## src/rtl/usb_setup_pkg.sv

```systemverilog
package usb_setup_pkg;
    localparam int SETUP_LEN = 8;

    typedef logic [7:0] byte_t;

    typedef struct packed {
        logic [7:0]  request;
        logic [15:0] value;
        logic [15:0] index;
        logic [15:0] length;
    } setup_cmd_t;

    // Standard request codes that the device completes without firmware
    function automatic logic hw_handled(input byte_t rtype, input byte_t code);
        logic is_std;
        logic known;
        is_std = (rtype[6:5] == 2'b00);
        case (code)
            8'd0, 8'd1, 8'd3, 8'd5, 8'd8, 8'd9, 8'd10, 8'd11: known = 1'b1;
            default: known = 1'b0;
        endcase
        return is_std && known;
    endfunction
endpackage

```

## src/rtl/setup_capture.sv

```systemverilog
module setup_capture
    import usb_setup_pkg::*;
#(
    parameter int LEN = SETUP_LEN
) (
    input  logic                  clk,
    input  logic                  rst_n,
    input  logic                  rx_valid,
    input  logic [7:0]            rx_byte,
    input  logic                  rx_eop,
    input  logic                  rx_good,
    output logic [LEN-1:0][7:0]   pkt_bytes,
    output logic                  pkt_ok
);
    localparam int CNT_W = $clog2(LEN + 2);
    localparam int IDX_W = $clog2(LEN);

    typedef struct packed {
        logic [LEN-1:0][7:0] data;
        logic [CNT_W-1:0]    cnt;
    } cap_state_t;

    cap_state_t st_d, st_q;

    always_comb begin
        st_d = st_q;
        if (rx_valid) begin
            if (st_q.cnt < CNT_W'(LEN))
                st_d.data[st_q.cnt[IDX_W-1:0]] = rx_byte;
            if (st_q.cnt <= CNT_W'(LEN))
                st_d.cnt = st_q.cnt + 1'b1;
        end
        if (rx_eop)
            st_d.cnt = '0;
    end

    always_ff @(posedge clk or negedge rst_n) begin
        if (!rst_n) st_q <= '0;
        else        st_q <= st_d;
    end

    assign pkt_bytes = st_q.data;
    assign pkt_ok    = rx_eop && rx_good && (st_q.cnt == CNT_W'(LEN));

    // a packet count never runs past one beyond the setup length
    p_cnt_bound_r4: assert property (@(posedge clk) disable iff (!rst_n)
        st_q.cnt <= CNT_W'(LEN + 1));
endmodule

```

## src/rtl/setup_classify.sv

```systemverilog
module setup_classify
    import usb_setup_pkg::*;
#(
    parameter int LEN = SETUP_LEN
) (
    input  logic [LEN-1:0][7:0] pkt_bytes,
    output logic                is_hw,
    output setup_cmd_t          cmd
);
    always_comb begin
        is_hw       = hw_handled(pkt_bytes[0], pkt_bytes[1]);
        cmd.request = pkt_bytes[1];
        cmd.value   = {pkt_bytes[3], pkt_bytes[2]};
        cmd.index   = {pkt_bytes[5], pkt_bytes[4]};
        cmd.length  = {pkt_bytes[7], pkt_bytes[6]};
    end
endmodule

```

## src/rtl/setup_fifo.sv

```systemverilog
module setup_fifo
    import usb_setup_pkg::*;
#(
    parameter int LEN = SETUP_LEN
) (
    input  logic                clk,
    input  logic                rst_n,
    input  logic                load,
    input  logic [LEN-1:0][7:0] load_bytes,
    input  logic                rd_en,
    input  logic                flag_clr,
    output logic [7:0]          rd_data,
    output logic                flag
);
    localparam int PTR_W = $clog2(LEN + 1);
    localparam int IDX_W = $clog2(LEN);

    typedef struct packed {
        logic [LEN-1:0][7:0] mem;
        logic [PTR_W-1:0]    ptr;
        logic                flag;
    } fifo_state_t;

    fifo_state_t st_d, st_q;

    always_comb begin
        st_d = st_q;
        if (rd_en && st_q.ptr < PTR_W'(LEN))
            st_d.ptr = st_q.ptr + 1'b1;
        if (flag_clr)
            st_d.flag = 1'b0;
        if (load) begin
            st_d.mem  = load_bytes;
            st_d.ptr  = '0;
            st_d.flag = 1'b1;
        end
    end

    always_ff @(posedge clk or negedge rst_n) begin
        if (!rst_n) st_q <= '0;
        else        st_q <= st_d;
    end

    assign rd_data = (st_q.ptr < PTR_W'(LEN)) ? st_q.mem[st_q.ptr[IDX_W-1:0]] : 8'h00;
    assign flag    = st_q.flag;

    // the read pointer stops one past the last byte
    p_ptr_bound_r6: assert property (@(posedge clk) disable iff (!rst_n)
        st_q.ptr <= PTR_W'(LEN));
    // a clear without a new load drops the flag
    p_clear_r7: assert property (@(posedge clk) disable iff (!rst_n)
        (flag_clr && !load) |=> !flag);
endmodule

```

## src/rtl/usb_setup_dispatch.sv

```systemverilog
module usb_setup_dispatch
    import usb_setup_pkg::*;
(
    input  logic        clk,
    input  logic        rst_n,
    input  logic        rx_valid,
    input  logic [7:0]  rx_byte,
    input  logic        rx_eop,
    input  logic        rx_good,
    output logic        cmd_strobe,
    output logic [7:0]  cmd_request,
    output logic [15:0] cmd_value,
    output logic [15:0] cmd_index,
    output logic [15:0] cmd_length,
    output logic        setup_flag,
    output logic        irq,
    input  logic        rd_en,
    output logic [7:0]  rd_data,
    input  logic        flag_clr
);
    logic [SETUP_LEN-1:0][7:0] pkt_bytes;
    logic                      pkt_ok;
    logic                      is_hw;
    setup_cmd_t                cmd_dec;

    setup_capture #(.LEN(SETUP_LEN)) u_capture (
        .clk(clk), .rst_n(rst_n), .rx_valid(rx_valid), .rx_byte(rx_byte),
        .rx_eop(rx_eop), .rx_good(rx_good), .pkt_bytes(pkt_bytes), .pkt_ok(pkt_ok)
    );

    setup_classify #(.LEN(SETUP_LEN)) u_classify (
        .pkt_bytes(pkt_bytes), .is_hw(is_hw), .cmd(cmd_dec)
    );

    setup_fifo #(.LEN(SETUP_LEN)) u_fifo (
        .clk(clk), .rst_n(rst_n), .load(pkt_ok && !is_hw), .load_bytes(pkt_bytes),
        .rd_en(rd_en), .flag_clr(flag_clr), .rd_data(rd_data), .flag(setup_flag)
    );

    typedef struct packed {
        logic       strobe;
        setup_cmd_t cmd;
    } out_state_t;

    out_state_t out_d, out_q;

    always_comb begin
        out_d        = out_q;
        out_d.strobe = pkt_ok && is_hw;
        if (pkt_ok && is_hw)
            out_d.cmd = cmd_dec;
    end

    always_ff @(posedge clk or negedge rst_n) begin
        if (!rst_n) out_q <= '0;
        else        out_q <= out_d;
    end

    assign cmd_strobe  = out_q.strobe;
    assign cmd_request = out_q.cmd.request;
    assign cmd_value   = out_q.cmd.value;
    assign cmd_index   = out_q.cmd.index;
    assign cmd_length  = out_q.cmd.length;
    assign irq         = setup_flag;

    // a hardware command never comes together with a new buffered setup
    p_hw_no_flag_r1: assert property (@(posedge clk) disable iff (!rst_n)
        cmd_strobe |-> !$rose(setup_flag));
    // the command strobe lasts a single cycle
    p_strobe_single_r1: assert property (@(posedge clk) disable iff (!rst_n)
        cmd_strobe |=> !cmd_strobe);
    // the flag only rises after a good end of packet
    p_flag_cause_r2: assert property (@(posedge clk) disable iff (!rst_n)
        $rose(setup_flag) |-> $past(rx_eop && rx_good));
    // a bad end of packet causes neither a strobe nor a flag
    p_discard_r4: assert property (@(posedge clk) disable iff (!rst_n)
        (rx_eop && !rx_good) |=> (!cmd_strobe && !$rose(setup_flag)));
endmodule

```

## config.mk

```make
export PLATFORM = sky130hd
export DESIGN_NAME = usb_setup_dispatch
export DESIGN_NICKNAME = d
export VERILOG_FILES = /design/src/rtl/usb_setup_pkg.sv /design/src/rtl/setup_capture.sv /design/src/rtl/setup_classify.sv /design/src/rtl/setup_fifo.sv /design/src/rtl/usb_setup_dispatch.sv
export SDC_FILE = /design/constraint.sdc
export NUM_CORES = 1
export LEC_CHECK = 0
export ABC_AREA = 1
export BUFFER_PORTS_ARGS = -buffer_cell sky130_fd_sc_hd__buf_2
export CAP_MARGIN = 20
export CORE_UTILIZATION = 54
export DETAILED_ROUTE_END_ITERATION = 8
export PLACE_DENSITY_LB_ADDON = 0.3
export SETUP_SLACK_MARGIN = 0.02
export SYNTH_ARGS = -nofsm -noshare
export SYNTH_HDL_FRONTEND = slang
export SYNTH_HIERARCHICAL = 1
export SYNTH_SLANG_ARGS = --single-unit
```

## constraint.sdc

```tcl
create_clock -name clk -period 2.1 [get_ports clk]
set_input_delay 0.42 -clock clk [delete_from_list [all_inputs] [get_ports clk]]
set_output_delay 0.42 -clock clk [all_outputs]
set_load 0.03 [all_outputs]
```

==> results of run 1 <==
final cells by class:
class | count | area (um^2)
Tap cell | 220 | 275
Fill cell | 1523 | 7100
Sequential cell | 194 | 4860
Inverter | 87 | 339
Clock buffer | 19 | 433
Clock inverter | 12 | 90.1
Timing Repair Buffer | 99 | 684
Multi-Input combinational cell | 641 | 2920
worst max path at each step:
stage | endpoint | slack, ns | depth (start not counted) | start
finish | rd_data[6] | -0.05 | 7 | u_fifo/st_q[1]
global route | rd_data[1] | -0.10 | 7 | u_fifo/st_q[1]
CTS | rd_data[2] | -0.04 | 7 | u_fifo/st_q[1]
detailed placement | rd_data[1] | 0.27 | 6 | u_fifo/st_q[2]
global placement | rd_data[1] | 0.27 | 6 | u_fifo/st_q[2]
floorplan | u_fifo/st_q[29] | 0.1 | 10 | u_capture/st_q[2]
state kept, by name, indices dropped and copies added (netlist names):
signal and count:
u_capture/st_q 4, u_fifo/st_q 68, cmd_value 16, u_capture/pkt_bytes 64, cmd_index 16, u_fifo/flag 1, cmd_length 16, cmd_request 8
cmd_strobe 1
worst max-delay path, cell delays in order (launching register included):
cell and delay, ns:
dfrtp_2 0.47, buf_8 0.18, nand2_1 0.07, nand3_1 0.09
nand3_1 0.10, nand2_1 0.07, nor2_2 0.17, buf_6 0.15
routing by layer:
| layer | GRT usage | wire length [um] | vias to the layer above |
|---|---|---|---|
| met4 | 0.0953 | 487 | 0 |
| met1 | 0.365 | 9610 | 3175 |
| met3 | 0.0407 | 1060 | 31 |
| met5 | 0 | 0 | - |
| li1 | - | - | 3225 |
| met2 | 0.393 | 9970 | 193 |
layout by cell type, fill, tap and decap left out, types with 6 or more instances in the layout:
| master | count |
|---|---|
| buf_12 | 6 |
| clkinv_4 | 6 |
| nor2_1 | 14 |
| o21ai_1 | 45 |
| dfrtp_1 | 191 |
| nand3_1 | 109 |
| buf_2 | 72 |
| clkbuf_16 | 17 |
| buf_4 | 10 |
| buf_6 | 8 |
| nor2_2 | 8 |
| o21ai_0 | 77 |
| nor2_4 | 8 |
| nand2_1 | 352 |
| inv_1 | 82 |
| o21ai_2 | 8 |
synth_stat cells, drive strengths merged:
cell type | instances | share of area
nand2 | 356 | 0.14
dfrtp | 194 | 0.52
buf | 167 | 0.13
o21ai | 130 | 0.073
nand3 | 113 | 0.064
inv | 87 | 0.036
nor2 | 31 | 0.018
clkbuf | 8 | 0.0034
a21oi | 3 | 0.0016
ha | 2 | 0.0027
nand4 | 2 | 0.0013
xor2 | 2 | 0.0019
a211oi | 1 | 0.00081
nor3 | 1 | 0.00054
logic make-up after synthesis:
kind of cell,share of synthesized area
adders and majority gates,0.00269
DFF,0.521
buffers and inverters,0.171
xor gates and xnor gates,0.00188
AOI/OAI and AO/OA,0.0755
and+or+nand+nor,0.228
power by group through the flow:
stage          sequential (mW)  combinational [mW]  clock (mW)
2_1_floorplan             4.47                2.61           0
3_3_place_gp              4.77                1.86           0
3_5_place_dp              4.78                1.91           0
4_1_cts                   4.73                2.06        2.97
5_1_grt                   4.81                2.30        3.10
6_report                  4.74                2.08        2.90
what timing repair did:
item                       in CTS  in global routing
hold endpoints to repair       41                  0
hold buffers                    1                  0
gates resized for setup        30                  3
setup buffers                   0                  0
setup endpoints to repair       8                  8
pin swaps                       3                  2
==> metrics.csv, run 1 <==
stage,metric,value,unit
run_status,outcome,"complete, but fails checks",
run_status,failing checks,setup timing,
layout,P&R area growth vs syn,3.08,%
detailed_routing,DRC,0,
timing,post-route setup slack,-0.0537,ns
detailed_routing,Via density,5.21,
pwr,Net Switching,3.26,mW
layout,diode count,0,
placement,GPL Wtd Cong,0.904,
pwr,power per cell area,1010,nW/um^2
global_routing,Total GRT Usage,0.255,
pwr,maximum vdd drop,0.807,mV
worst_setup_path,Startpoint Class,register,
detailed_routing,Avg WL per Cell,16.6,um
floorplanning,Die Area,17800,um^2
worst_setup_path,Critical Path Fanout Max,21,
timing,RSZ-0062 raised after global routing,true,
timing,Max Transition Viols Final,0,
timing,Clock Skews,0.00746,ns
worst_setup_path,internal reg-to-reg setup slack,0.31,ns
cts,Max Buffers Root-to-Sink,2,
worst_hold_path,hold path depth,2,
floorplanning,I/O Pins,82,
global_routing,grt total ovfl,0,
detailed_routing,drt first pass iters,5,
yosys,syn_nets,1114,
layout,fin area,9600,um^2
placement,Port Buf Inserts,81,
pwr,Flop pwr share,0.488,
worst_setup_path,RR Endpoint,u_fifo/st_q[31],
floorplanning,Die Y,133,um
placement,pre-CTS setup slack,0.267,ns
worst_hold_path,Worst Hold Class,primary input to register,
timing,hold slack,0.181,ns
floorplanning,Rows,47,
cts,total CTS buffers,17,
worst_setup_path,R2R depth,8,
worst_setup_path,kind of critical path,register to output pin,
pwr,Internal Power,6.46,mW
placement,placed instance count,1240,
global_routing,first-pass GRT wire length,34300,um
yosys,Synth Instances,1097,
global_routing,largest net degree at the start of global routing,61,
floorplanning,core area,16700,um^2
yosys,mapped cell area,9310,um^2
placement,area post-placement,8970,um^2
yosys,Synth Register Bits,194,
cts,"Clk pin slew, worst setup/hold paths",0.07,ns
timing,Max Freq,464,MHz
timing,minimum clock period,2.15,ns
pwr,switch share,0.336,
global_routing,number of global-route vias before repair,6359,
worst_setup_path,R2R Path Start,u_capture/st_q[0],
pwr,Logic pwr share,0.214,
timing,setup_tns,-0.148,ns
pwr,Tot Pwr,9.72,mW
detailed_routing,detailed-route via count,6624,
worst_hold_path,Hold Crit Start,flag_clr,
yosys,average cell area after synthesis,8.49,um^2
layout,post-layout util,0.575,
worst_setup_path,WP data arrival,1.73,ns
yosys,sequential share of the synthesized area,0.521,
detailed_routing,initial DRC count,652,
worst_setup_path,critical path endpoint category,output pin,
cts,CTS H-tree lvls,4,
floorplanning,Starting Density,0.558,
timing,final setup fails,8,
timing,worst-margin pin slew,0.617,ns
timing,Hold Fails Final Rpt,0,
floorplanning,die width,133,um
worst_hold_path,endpoint with the worst hold slack,u_fifo/flag,
layout,share of cells above drive strength 1,0.160,
layout,Finished Layout Cells,1272,
pwr,static leakage,5.04,nW
run,Max-Cap Viols,0,
timing,Final period util,1.03,
pwr,clock network power share,0.298,
yosys,Yosys warning count,6,
worst_setup_path,WP data required,1.68,ns
detailed_routing,final WL,21100,um
cts,Clock Sinks,194,
timing,Max-slew headroom,0.588,
cts,clk_lat worst skew,0.43,ns
global_routing,initial antenna violation count,0,
yosys,post-synth cell types,29,
cts,clock root buffer,clkbuf_16,
detailed_routing,Antenna Violating Nets Remaining,0,
cts,CTS tree,yes,
layout,nets,1057,
placement,hpwl dp,14600,um
(Power assumes the default switching activity.)
==> inputs of run 2 (changes only) <==
- CELL_PAD_IN_SITES_DETAIL_PLACEMENT: unset -> 0
- CELL_PAD_IN_SITES_GLOBAL_PLACEMENT: unset -> 1
- CORE_UTILIZATION: 54 -> 41
==> run 2 against run 1 <==
  * The flow finishes with violations (DRC, setup timing)
  * Clock power is 13% higher
  * Setup slack worse by 0.015 ns
  * Critical path depth unchanged
  * Sequential power barely moved
  * Utilization fell by 13 points
  * Total power increased by 4.3%
  * Sequential cell count unchanged
  * Largest power group unchanged
  * Critical path type unchanged
  * Critical endpoint is now rd_data[3]
==> metrics.csv, run 2 (synthesis gave the netlist of run 1 again) <==
stage,metric,value,unit,change
timing,Max-slew headroom,0.574,,was 0.588
cts,total CTS buffers,17,,unchanged
floorplanning,core area,22000,um^2,was 16700 um^2
global_routing,Total GRT Usage,0.208,,was 0.255
pwr,maximum vdd drop,0.539,mV,was 0.807 mV
run_status,failing checks,"DRC, setup timing",,was setup timing
timing,hold slack,0.176,ns,was 0.181 ns
worst_setup_path,crit-path cells,"buf_8, nand2_1, nand3_1, nand2_1, nor2_1, nor2_2, buf_6",,"was buf_8, nand2_1, nand3_1, nand3_1, nand2_1, nor2_2, buf_6"
layout,P&R area growth vs syn,4.92,%,was 3.08%
placement,hpwl dp,15600,um,was 14600 um
timing,Hold Fails Final Rpt,0,,unchanged
detailed_routing,Avg WL per Cell,17.0,um,was 16.6 um
global_routing,met1 usage,0.294,,was 0.365
worst_setup_path,Critical Path Fanout Max,20,,was 21
detailed_routing,drt first pass iters,9,,was 5
timing,post-route setup slack,-0.0684,ns,was -0.0537 ns
detailed_routing,DRC,5,,was 0
timing,setup_tns,-0.337,ns,was -0.148 ns
worst_setup_path,WP data arrival,1.75,ns,was 1.73 ns
layout,FF/Latch Area,4860,um^2,about the same
run_status,outcome,"complete, but fails checks",,unchanged
timing,Clock Skews,0.0134,ns,was 0.00746 ns
detailed_routing,detailed-route via count,6532,,was 6624
cts,Max Buffers Root-to-Sink,2,,unchanged
detailed_routing,Via density,4.90,,was 5.21
floorplanning,Die Area,23300,um^2,was 17800 um^2
timing,final setup fails,8,,unchanged
detailed_routing,final WL,22700,um,was 21100 um
placement,Port Buf Inserts,81,,unchanged
floorplanning,Starting Density,0.423,,was 0.558
placement,GPL Wtd Cong,0.851,,was 0.904
layout,nets,1058,,was 1057
worst_setup_path,Startpoint Class,register,,unchanged
layout,diode count,0,,unchanged
run,Max-Cap Viols,0,,unchanged
placement,placed instance count,1301,,was 1240
worst_hold_path,Hold Crit Start,flag_clr,,unchanged
pwr,Tot Pwr,10.1,mW,was 9.72 mW
worst_setup_path,kind of critical path,register to output pin,,unchanged
worst_setup_path,"delay-heaviest family, CP",simple AND/OR/NAND/NOR gates,,unchanged
timing,Max Transition Viols Final,0,,unchanged
worst_hold_path,Worst Hold Class,primary input to register,,unchanged
timing,Final period util,1.03,,about the same
floorplanning,I/O Pins,82,,unchanged
worst_setup_path,WP buf/inv,2,,unchanged
global_routing,largest net degree at the start of global routing,57,,was 61
worst_setup_path,R2R Path Start,u_capture/st_q[0],,unchanged
layout,max reg flops,68,,unchanged
global_routing,first-pass GRT wire length,36700,um,was 34300 um
worst_setup_path,CP max-delay cell,dfrtp_2,,unchanged
worst_setup_path,internal reg-to-reg setup slack,0.33,ns,was 0.31 ns
worst_setup_path,RR Endpoint,u_fifo/st_q[3],,was u_fifo/st_q[31]
cts,number of setup buffers added after CTS,0,,unchanged
worst_setup_path,WP data required,1.68,ns,about the same
timing,RSZ-0062 raised after global routing,true,,unchanged
placement,pre-CTS setup slack,0.301,ns,was 0.267 ns
layout,Filler Cell Count,2178,,was 1523
layout,Finished Layout Cells,1333,,was 1272
layout,most frequent cells in the layout,"nand2_1 (352), dfrtp_1 (193), nand3_1 (109), inv_1 (82), o21ai_0 (77)",,"was nand2_1 (352), dfrtp_1 (191), nand3_1 (109), inv_1 (82), o21ai_0 (77)"
global_routing,grt total ovfl,0,,unchanged
detailed_routing,initial DRC count,461,,was 652
global_routing,number of global-route vias before repair,6266,,was 6359
floorplanning,die width,153,um,was 133 um
worst_setup_path,Worst path max stage delay,0.47,ns,about the same
layout,"most common cell after layout, fill and taps aside",nand2_1,,unchanged
cts,Clock Sinks,194,,unchanged
worst_setup_path,critical path endpoint category,output pin,,unchanged
layout,multi-input logic area,2930,um^2,was 2920 um^2
cts,"Clk pin slew, worst setup/hold paths",0.07,ns,about the same
cts,CTS H-tree lvls,4,,unchanged
global_routing,Most Crowded Layer GR,met2,,unchanged
global_routing,met3 usage,0.0410,,was 0.0407
global_routing,met2 Use GR,0.316,,was 0.393
layout,share of cells above drive strength 1,0.160,,about the same
global_routing,initial antenna violation count,0,,unchanged
worst_setup_path,Most common cell on crit path,nand2_1,,
pwr,power per cell area,1040,nW/um^2,was 1010 nW/um^2
cts,clock root buffer,clkbuf_16,,unchanged
layout,Reg with most FFs,u_fifo/st_q,,unchanged
cts,CTS tree,yes,,unchanged
worst_hold_path,hold path depth,2,,unchanged
cts,clk_lat worst skew,0.44,ns,was 0.43 ns
worst_setup_path,R2R depth,9,,was 8
timing,worst-margin pin slew,0.639,ns,was 0.617 ns
worst_hold_path,endpoint with the worst hold slack,u_fifo/flag,,unchanged
pwr,static leakage,5.08,nW,was 5.04 nW
timing,Max Freq,461,MHz,was 464 MHz
floorplanning,Rows,54,,was 47
floorplanning,Die Y,153,um,was 133 um
detailed_routing,Antenna Violating Nets Remaining,0,,unchanged
timing,minimum clock period,2.17,ns,was 2.15 ns
[run 2: changes by cell type in the layout (fill, tap and decap cells not counted), sizes merged]
cell and change:
inv +3, buf +1, clkinv -6, bufinv +2, clkbuf +1
[run 2: power by group]
part / internal (mW) / switching, mW
combinational: 0.733 / 1.41
clock: 1.82 / 1.45
sequential: 4.23 / 0.493
total: 6.78 / 3.35
[run 2: through the flow]
step / instance area (um^2) / util
global route: 9770 / 0.444
finish: 9770 / 0.444
floorplan: 9320 / -
CTS: 9760 / 0.443
detailed placement: 9070 / 0.412
global placement: 9070 / 0.412
[run 2: worst max path at each step]
stage	from	end	slack (ns)	cells past startpoint
floorplan	u_capture/st_q[2]	u_fifo/st_q[29]	0.1	10
global placement	u_fifo/st_q[1]	rd_data[4]	0.29	7
detailed placement	u_fifo/st_q[1]	rd_data[4]	0.30	7
CTS	u_fifo/st_q[1]	rd_data[6]	-0.07	7
global route	u_fifo/st_q[1]	rd_data[0]	-0.16	7
finish	u_fifo/st_q[1]	rd_data[3]	-0.07	7
[run 2: worst register-to-register path, cell delays in order (launching register included)]
cell     delay [ns]
dfrtp_1        0.49
nor2_1         0.17
nand2_1        0.10
nor2_4         0.10
inv_1          0.08
nor2_4         0.19
buf_12         0.22
inv_1          0.14
nand4_1        0.11
nand2_1        0.06
[run 2: layout make-up]
type                    instances  share of cell area
flip-flops and latches        194               0.497
multi-input cells             641               0.300
repair buffers                100              0.0729
clock buffers                  20              0.0467
well taps                     280              0.0359
inverters                      87              0.0347
clock inverters                11              0.0131
[run 2: metal layers]
metal | routed length, um | up-vias
met3 | 800 | 28
met5 | 0 | -
met1 | 10800 | 3157
met4 | 533 | 0
li1 | - | 3226
met2 | 10500 | 121
[run 2: timing repair]
item	CTS	global route
resized for setup	31	4
setup endpoints to repair	8	8
pin swaps	5	3
endpoints found under the hold margin	46	0
hold buffers	1	0
==> inputs of run 3 (changes only) <==
- BUFFER_PORTS_ARGS: -buffer_cell sky130_fd_sc_hd__buf_2 -> unset
- CORE_UTILIZATION: 41 -> 44
- DONT_BUFFER_PORTS: unset -> 1
- HOLD_SLACK_MARGIN: unset -> 0.12
==> run 3 against run 2 <==
  * The flow finishes with violations (hold timing, setup timing)
  * Routed wire length up 2.1%
  * Non-clock buffer count down 59
  * Utilization up 3.4 points
  * Sequential share of layout area about the same
  * Final cell count down 5.0%
  * Worst hold slack worse by 0.50 ns
  * Maximum frequency down 2.7%
  * Design area about the same
  * Total power up 6.8%
  * Setup slack worse by 0.061 ns
  * Critical path depth up 1
  * Critical endpoint is now rd_data[0]
==> metrics.csv, run 3 (synthesis gave the netlist of run 1 again) <==
stage,metric,value,unit,change
run_status,outcome,"complete, but fails checks",,unchanged
run_status,failing checks,"hold timing, setup timing",,"was DRC, setup timing"
detailed_routing,detailed-route via count,6442,,was 6532
timing,final setup fails,8,,unchanged
cts,"Clk pin slew, worst setup/hold paths",0.07,ns,about the same
floorplanning,I/O Pins,82,,unchanged
timing,Max-slew headroom,0.528,,was 0.574
layout,post-layout util,0.477,,was 0.444
global_routing,grt total ovfl,0,,unchanged
placement,Port Buf Inserts,0,,was 81
cts,clock root buffer,clkbuf_16,,unchanged
placement,hpwl dp,14500,um,was 15600 um
detailed_routing,DRC,0,,was 5
detailed_routing,Avg WL per Cell,18.3,um,was 17.0 um
floorplanning,core area,20500,um^2,was 22000 um^2
worst_setup_path,R2R Path Start,u_capture/st_q[3],,was u_capture/st_q[0]
worst_setup_path,crit-path cells,"buf_6, buf_12, nand2_2, nand3_1, nand3_1, nand2_2, nor2_4, buf_6",,"was buf_8, nand2_1, nand3_1, nand2_1, nor2_1, nor2_2, buf_6"
detailed_routing,initial DRC count,511,,was 461
global_routing,largest net degree at the start of global routing,195,,was 57
timing,Max Freq,449,MHz,was 461 MHz
cts,total CTS buffers,17,,unchanged
timing,RSZ-0062 raised after global routing,true,,unchanged
detailed_routing,Antenna Violating Nets Remaining,0,,unchanged
worst_setup_path,WP buf/inv,3,,was 2
worst_setup_path,kind of critical path,register to output pin,,unchanged
worst_setup_path,WP data arrival,1.81,ns,was 1.75 ns
detailed_routing,final WL,23200,um,was 22700 um
layout,share of cells above drive strength 1,0.155,,was 0.160
layout,Filler Cell Count,1990,,was 2178
cts,hold buffers post-CTS,10,,was 1
worst_setup_path,Critical Path Fanout Max,8,,was 20
layout,Finished Layout Cells,1267,,was 1333
layout,nets,1001,,was 1058
placement,placed instance count,1217,,was 1301
cts,Max Buffers Root-to-Sink,2,,unchanged
cts,CTS H-tree lvls,4,,unchanged
worst_setup_path,"delay-heaviest family, CP",simple AND/OR/NAND/NOR gates,,unchanged
floorplanning,Die Y,147,um,was 153 um
timing,hold slack,-0.327,ns,was 0.176 ns
timing,post-route setup slack,-0.129,ns,was -0.0684 ns
worst_hold_path,Worst Hold Class,primary input to asynchronous set/reset pin,,was primary input to register
layout,most frequent cells in the layout,"nand2_1 (334), dfrtp_1 (192), nand3_1 (83), inv_1 (82), o21ai_0 (77)",,"was nand2_1 (352), dfrtp_1 (193), nand3_1 (109), inv_1 (82), o21ai_0 (77)"
timing,worst-margin pin slew,0.708,ns,was 0.639 ns
floorplanning,Rows,52,,was 54
floorplanning,Die Area,21800,um^2,was 23300 um^2
worst_setup_path,critical path endpoint category,output pin,,unchanged
pwr,static leakage,4.85,nW,was 5.08 nW
worst_setup_path,internal reg-to-reg setup slack,0.19,ns,was 0.33 ns
worst_setup_path,Startpoint Class,register,,unchanged
placement,pre-CTS setup slack,0.0249,ns,was 0.301 ns
floorplanning,die width,147,um,was 153 um
layout,diode count,0,,unchanged
floorplanning,Starting Density,0.454,,was 0.423
detailed_routing,Via density,5.08,,was 4.90
pwr,power per cell area,1110,nW/um^2,was 1040 nW/um^2
worst_setup_path,WP data required,1.68,ns,about the same
timing,minimum clock period,2.23,ns,was 2.17 ns
global_routing,number of global-route vias before repair,6242,,was 6266
pwr,maximum vdd drop,0.542,mV,was 0.539 mV
placement,GPL Wtd Cong,0.804,,was 0.851
global_routing,initial antenna violation count,0,,unchanged
timing,Final period util,1.06,,was 1.03
run,Max-Cap Viols,0,,unchanged
timing,Hold Fails Final Rpt,194,,was 0
layout,Reg with most FFs,u_fifo/st_q,,unchanged
timing,Clock Skews,0.0150,ns,was 0.0134 ns
worst_setup_path,R2R depth,8,,was 9
global_routing,first-pass GRT wire length,36300,um,was 36700 um
layout,P&R area growth vs syn,5.01,%,was 4.92%
cts,CTS tree,yes,,unchanged
layout,"most common cell after layout, fill and taps aside",nand2_1,,unchanged
worst_setup_path,Worst path max stage delay,0.42,ns,was 0.47 ns
detailed_routing,drt first pass iters,5,,was 9
global_routing,Total GRT Usage,0.222,,was 0.208
cts,Clock Sinks,194,,unchanged
worst_setup_path,RR Endpoint,u_fifo/st_q[10],,was u_fifo/st_q[3]
timing,Max Transition Viols Final,0,,unchanged
worst_setup_path,CP max-delay cell,dfrtp_2,,unchanged
pwr,Tot Pwr,10.8,mW,was 10.1 mW
layout,max reg flops,68,,unchanged
cts,clk_lat worst skew,0.45,ns,was 0.44 ns
run 3: cell count changes in the layout (fill, tap and decap cells not counted), moves of 3 or more:
cell and change:
nand2_2 +17, nand3_2 +25, nand2_1 -18, nor2_2 +6
nor2_1 -7, buf_2 -72, nand3_1 -26, dlygate4sd3_1 +9
buf_4 +4, clkbuf_8 -3
run 3: worst max path at each step:
stage               slack, ns              end  depth (start not counted)         startpoint
floorplan                 0.1  u_fifo/st_q[29]                         10  u_capture/st_q[2]
global placement         0.07   u_fifo/st_q[8]                          8  u_capture/st_q[3]
detailed placement       0.02  u_fifo/st_q[19]                          8  u_capture/st_q[3]
CTS                     -0.10       rd_data[6]                          7     u_fifo/st_q[1]
global route            -0.18       rd_data[6]                          9     u_fifo/st_q[1]
finish                  -0.13       rd_data[0]                          8     u_fifo/st_q[1]
run 3: worst reg2reg max path, stage by stage, from the launching register on:
cell and delay (ns):
dfrtp_1 0.38, inv_2 0.04, nor2_1 0.12, nand2_1 0.11
nor2_4 0.12, inv_1 0.11, nor2_4 0.37, buf_4 0.36
o21ai_0 0.15
run 3: metal layers:
metal | global-route usage | wire, um | vias to the layer above
li1 | - | - | 3118
met4 | 0.0691 | 348 | 0
met1 | 0.312 | 10800 | 3158
met5 | 0 | 0 | -
met3 | 0.0309 | 821 | 26
met2 | 0.355 | 11200 | 140
run 3: what timing repair did:
item,4_1_cts,5_1_grt
hold endpoints to repair,212,194
endpoints found under the setup margin,11,65
pin swaps,4,25
cloned,1,3
resized for setup,23,71
setup buffers,0,4
run 3: cell type report:
class / count / area, um^2 / share of cell area
Clock buffer: 18 / 429 / 0.0439
Clock inverter: 14 / 165 / 0.0169
Inverter: 87 / 344 / 0.0352
Multi-Input combinational cell: 642 / 3150 / 0.322
Sequential cell: 194 / 4860 / 0.497
Tap cell: 270 / 338 / 0.0345
Timing Repair Buffer: 41 / 475 / 0.0486
Timing Repair inverter: 1 / 20.0 / 0.00205
run 3: per-stage QoR:
| stage | cell area (um^2) | setup TNS, ns |
|---|---|---|
| detailed placement | 8630 | 0 |
| global route | 9780 | -1.19 |
| global placement | 8630 | 0 |
| floorplan | 9320 | 0 |
| finish | 9780 | -0.776 |
| CTS | 9410 | -0.709 |
run 3: power by group:
part	switching (mW)	leakage, nW	internal (mW)
sequential	0.489	2.40	4.23
combinational	1.70	2.17	1.07
clock	1.55	0.284	1.79
